`config.mk`:
```
export PLATFORM = sky130hd
export DESIGN_NAME = ext_bus_cycler
export DESIGN_NICKNAME = d
export VERILOG_FILES = /design/src/rtl/ext_bus_cycler.sv
export SDC_FILE = /design/constraint.sdc
export NUM_CORES = 1
export LEC_CHECK = 0
export BUFFER_PORTS_ARGS = -buffer_cell sky130_fd_sc_hd__buf_2
export CORE_AREA = 2 2 126 128
export CTS_BUF_LIST = sky130_fd_sc_hd__clkbuf_8
export DETAILED_ROUTE_END_ITERATION = 8
export DIE_AREA = 0 0 128 130
export GPL_ROUTABILITY_DRIVEN = 1
export RECOVER_POWER = 50
export SYNTH_ARGS = -nofsm -noshare
export SYNTH_HDL_FRONTEND = slang
export SYNTH_SLANG_ARGS = --single-unit
```
`constraint.sdc`:
```
create_clock -name clk -period 2.12 [get_ports clk]
set_clock_uncertainty 0.2 [all_clocks]
set_input_delay 0.318 -clock clk [delete_from_list [all_inputs] [get_ports clk]]
set_output_delay 0.318 -clock clk [all_outputs]
set_load 0.02 [all_outputs]
```
`src/rtl/ext_bus_cycler.sv`:
```
module ext_bus_cycler #(
  parameter int WAIT_W = 4,
  parameter int TRI_W  = 2,
  localparam int CFG_W = 7 + WAIT_W + TRI_W,
  localparam int CW    = (WAIT_W > TRI_W) ? WAIT_W : TRI_W
) (
  input  logic              clk,
  input  logic              rst_n,
  input  logic              req_valid,
  output logic              req_ready,
  input  logic [22:0]       req_addr,
  input  logic [15:0]       req_wdata,
  input  logic [1:0]        req_be,
  input  logic              req_write,
  input  logic [CFG_W-1:0]  req_cfg,
  output logic              rsp_valid,
  output logic [15:0]       rsp_rdata,
  output logic              ale,
  output logic              rd_n,
  output logic              wr_n,
  output logic [15:0]       addr_lo,
  output logic [6:0]        addr_hi,
  output logic [15:0]       ad_out,
  output logic              ad_oe,
  input  logic [15:0]       ad_in,
  input  logic              ext_ready
);
  localparam logic [CW-1:0] ONE = CW'(1);

  typedef enum logic [2:0] {S_IDLE, S_ADDR, S_DLY, S_STB, S_TRI} st_t;

  st_t              st;
  logic [22:0]      a_q;
  logic [15:0]      wd_q, rd_q;
  logic [CFG_W-1:0] c_q;
  logic [CW-1:0]    cnt;
  logic             wr_q, hi_q, two_q, rsp_q;

  wire              mux    = c_q[0];
  wire              bus8   = c_q[1];
  wire [1:0]        asel   = c_q[3:2];
  wire              along  = c_q[4];
  wire              sdel   = c_q[5];
  wire              rdy_en = c_q[6];
  wire [WAIT_W-1:0] waits  = c_q[7 +: WAIT_W];
  wire [TRI_W-1:0]  trs    = c_q[7 + WAIT_W +: TRI_W];

  wire [22:0] cur_a = bus8 ? {a_q[22:1], hi_q} : a_q;
  wire [6:0]  hmask = (asel == 2'd0) ? 7'h00 :
                      (asel == 2'd1) ? 7'h03 :
                      (asel == 2'd2) ? 7'h0F : 7'h7F;
  wire        busy   = (st != S_IDLE);
  wire        strobe = (st == S_STB);
  wire        dphase = (st == S_DLY) || strobe;
  wire [15:0] wbyte  = hi_q ? {8'h00, wd_q[15:8]} : {8'h00, wd_q[7:0]};

  assign req_ready = ~busy;
  assign rsp_valid = rsp_q;
  assign rsp_rdata = rd_q;
  assign ale       = (st == S_ADDR);
  assign rd_n      = ~(strobe & ~wr_q);
  assign wr_n      = ~(strobe & wr_q);
  assign addr_hi   = busy ? (cur_a[22:16] & hmask) : 7'h00;
  assign addr_lo   = (busy && !mux) ? cur_a[15:0] : 16'h0000;
  assign ad_oe     = (ale && mux) || (dphase && wr_q);
  assign ad_out    = (ale && mux)      ? cur_a[15:0] :
                     (dphase && wr_q)  ? (bus8 ? wbyte : wd_q) : 16'h0000;

  wire lo_en = req_be[0] | ~req_be[1];
  wire both  = (req_be[0] == req_be[1]);

  always_ff @(posedge clk or negedge rst_n) begin
    if (!rst_n) begin
      st    <= S_IDLE;
      a_q   <= '0;
      wd_q  <= '0;
      rd_q  <= '0;
      c_q   <= '0;
      cnt   <= '0;
      wr_q  <= 1'b0;
      hi_q  <= 1'b0;
      two_q <= 1'b0;
      rsp_q <= 1'b0;
    end else begin
      rsp_q <= 1'b0;
      case (st)
        S_IDLE: if (req_valid) begin
          a_q   <= req_addr;
          wd_q  <= req_wdata;
          c_q   <= req_cfg;
          wr_q  <= req_write;
          rd_q  <= '0;
          hi_q  <= req_cfg[1] & ~lo_en;
          two_q <= req_cfg[1] & both;
          cnt   <= CW'(req_cfg[4]);
          st    <= S_ADDR;
        end
        S_ADDR: begin
          if (cnt != '0) cnt <= cnt - ONE;
          else if (sdel) st <= S_DLY;
          else begin
            st  <= S_STB;
            cnt <= CW'(waits);
          end
        end
        S_DLY: begin
          st  <= S_STB;
          cnt <= CW'(waits);
        end
        S_STB: begin
          if (cnt != '0) cnt <= cnt - ONE;
          else if (!rdy_en || ext_ready) begin
            if (!wr_q) begin
              if (!bus8)     rd_q       <= ad_in;
              else if (hi_q) rd_q[15:8] <= ad_in[7:0];
              else           rd_q[7:0]  <= ad_in[7:0];
            end
            if (!wr_q && trs != '0) begin
              st  <= S_TRI;
              cnt <= CW'(trs) - ONE;
            end else if (two_q) begin
              two_q <= 1'b0;
              hi_q  <= 1'b1;
              cnt   <= CW'(along);
              st    <= S_ADDR;
            end else begin
              st    <= S_IDLE;
              rsp_q <= 1'b1;
            end
          end
        end
        S_TRI: begin
          if (cnt != '0) cnt <= cnt - ONE;
          else if (two_q) begin
            two_q <= 1'b0;
            hi_q  <= 1'b1;
            cnt   <= CW'(along);
            st    <= S_ADDR;
          end else begin
            st    <= S_IDLE;
            rsp_q <= 1'b1;
          end
        end
        default: st <= S_IDLE;
      endcase
    end
  end
endmodule

```
==> flow_metrics.tcl <==
set metrics [dict create \
    status "finished, violations left" \
    violations "setup timing" \
    drv_slew 0 \
    die_w_um 128 \
    finalCritPeriodShare 1.11 \
    grt_pass1_wl_um 23300 \
    setup_slack_ns -0.224 \
    synth_top_cell_by_area "dfrtp_1" \
    synth_edf_count 0 \
    area_growth_pct 76.3 \
    clk_path_buf_depth 2 \
    drtIter0Drc 143 \
    p_leak_nw 3.52 \
    fin_nets 723 \
    dieArea_um2 16600 \
    synth_top_area_frac 0.471 \
    p_comb_frac 0.686 \
    initial_utilization 0.272 \
    clk_latency_ns 0.38 \
    antenna_found_initial 0 \
    worst_setup_path_start_kind "flop" \
    netlist_instances 381 \
    grt_pass1_vias 4341 \
    rsz0062_at_grt "true" \
    hold_class "input port to flop" \
    top_usage_layer "met2" \
    startpoint "st[1]" \
    powerDensity_nw_per_um2 1700 \
    synth_ff_type "dfrtp_1" \
    tns_ns -14.29 \
    diodes 0 \
    firstDrtPassIters 4 \
    synth.area.top_cells "dfrtp_1, mux2_2, mux2i_1" \
    worstSetupPathType "flop to output port" \
    clkTransAtPathRegs_ns 0.10 \
    ys_seq_area_frac 0.471 \
    grt_use_met1 0.222 \
    syn_nets 460 \
    drc 0 \
    synth_area_um2 4200 \
    cts.sinks 79 \
    netSwitchingFraction 0.416 \
    place_congestion 0.849 \
    place_ws_ns -0.177 \
    layout_commonest_cell "buf_2" \
    placed_area_um2 5470 \
    htree_levels 3 \
    core_um2 15400 \
    grt_usage 0.182 \
    hpwl_um 9260 \
    drt-total-wl_um 15400 \
    power.net_switching_mw 5.25 \
    r2r_start "st[2]" \
    peakVddDrop_uv 899 \
    final_cell_mix "buf_2, dfrtp_1, dlygate4sd3_1, buf_6, mux2_4" \
    num_rows 46 \
    ys_warn_count 0 \
    worstPathArrival_ns 1.83 \
    cts_made_buffers 9 \
    slew_headroom 0.448 \
    cap_violations 0 \
    end_kind "output port" \
    r2r_slack_ns -0.18 \
    cts-root-buf "clkbuf_8" \
    finalInstanceArea_um2 7410 \
    synth.distinct_cells 57 \
    hold_viol 0 \
    clock.fmax_ghz 0.427 \
    synth_seq_cells 79 \
    vias 4032 \
    vias_per_cell 4.79 \
    wl_per_cell_um 18.3 \
    die_y_um 130 \
    avgSynthCellArea_um2 11.0 \
    pwr-share-clk 0.085 \
    drive_gt1_frac 0.558 \
    reg2reg_to "rsp_rdata[15]" \
    cp-endpoint "ad_out[8]" \
    overflow 0 \
    seq_power_share 0.229 \
    cts_tree "yes" \
    min_period_ns 2.34 \
    grt_use_met2 0.320 \
    reg2reg_depth 9 \
    tightest_slew_ns 0.829 \
    ant_nets 0 \
    io_pins 136 \
    grt_max_degree 39 \
    path_max_fanout 7 \
    p_int_mw 7.36 \
    grtUsageMet3 0.0381 \
    numPortBuffers 135 \
    cp.required_ns 1.60 \
    finalSetupViolations 104 \
    synthArstFlopShare 1.00 \
]
[synthesized netlist by cell type (all sizes together) (2+ instances only)]
cell type / instances
a211oi: 6
a21oi: 12
a22o: 9
a31oi: 2
and2: 18
and3: 5
and3b: 2
buf: 15
clkbuf: 7
dfrtp: 79
ha: 4
inv: 20
mux2: 59
mux2i: 27
nand2: 30
nand2b: 3
nand3: 3
nand3b: 2
nand4: 2
nor2: 20
nor2b: 2
nor3: 5
nor3b: 2
o211a: 2
o21ai: 22
o2bb2ai: 2
or3: 2
or3b: 2
[state kept, by name (all words and copies together) (netlist names)]
name and count:
hi_q 1, rsp_rdata 16, rsp_valid 1, cnt 4, a_q 23, two_q 1
wr_q 1, st 3, wd_q 16, c_q 13
[cells by family (layout without fill, tap and decap cells)]
kind of cell | count (synthesis) | count (layout) | synth area share
AND/OR/NAND/NOR | 103 | 104 | 0.130
flip-flops | 79 | 79 | 0.471
multiplexers | 86 | 86 | 0.222
XOR/XNOR | 1 | 1 | 0.00208
adder cells (fa/ha/maj) | 4 | 4 | 0.0119
buffers and inverters | 42 | 309 | 0.0503
AO/OA/AOI/OAI | 66 | 66 | 0.112
[metrics by stage]
stage	power, mW	cells	hold slack (ns)	util
final	12.6	841	0.0198	0.480
after global routing	13.4	841	0.0143	0.480
after CTS	11.8	825	0.00110	0.456
after detailed placement	8.77	734	0.0978	0.355
after global placement	8.67	734	0.0937	0.355
after floorplan	6.57	381	-0.178	-
[how the worst min path moves through the flow]
stage,depth (start not counted),end,from
global route,3,rsp_rdata[0],ad_in[0]
floorplan,0,a_q[0],rst_n
CTS,3,rsp_rdata[0],ad_in[0]
detailed placement,1,c_q[5],rst_n
global placement,1,c_q[5],rst_n
finish,3,rsp_rdata[0],ad_in[0]
[layer usage]
metal	part of all wire	up-vias
met5	0	-
met4	0.023	0
met3	0.044	27
met2	0.51	125
met1	0.43	2000
li1	-	1880
[cell type report]
cell class              count  area, um^2
well taps                 192         240
clock inverters             7        53.8
flip-flops and latches     79        1980
multi-input cells         261        2520
fillers                  1410        8020
clock buffers               9         124
inverters                  20        82.6
repair buffers            273        2400
[power groups by stage]
stage | logic, mW | clock network [mW] | registers [mW]
2_1_floorplan | 3.75 | 0 | 2.82
3_3_place_gp | 5.89 | 0 | 2.78
3_5_place_dp | 5.96 | 0 | 2.80
4_1_cts | 7.85 | 1.10 | 2.84
5_1_grt | 9.19 | 1.17 | 2.99
6_report | 8.66 | 1.07 | 2.89
[worst max-delay path, cell delays in order (launching register included)]
cell and delay, ns:
dfrtp_1 0.41, buf_6 0.14, buf_6 0.12, nor2_4 0.11, and2_4 0.20, buf_16 0.15, a22o_1 0.18, buf_6 0.13
[timing repair]
item,in CTS,in global routing
buffers inserted,12,15
cloned,4,3
endpoints found under the setup margin,62,114
pin swaps,39,15
endpoints found under the hold margin,88,0
gates resized for setup,176,61
hold buffers,59,0
Note: power is estimated with default switching activity, not from simulation.
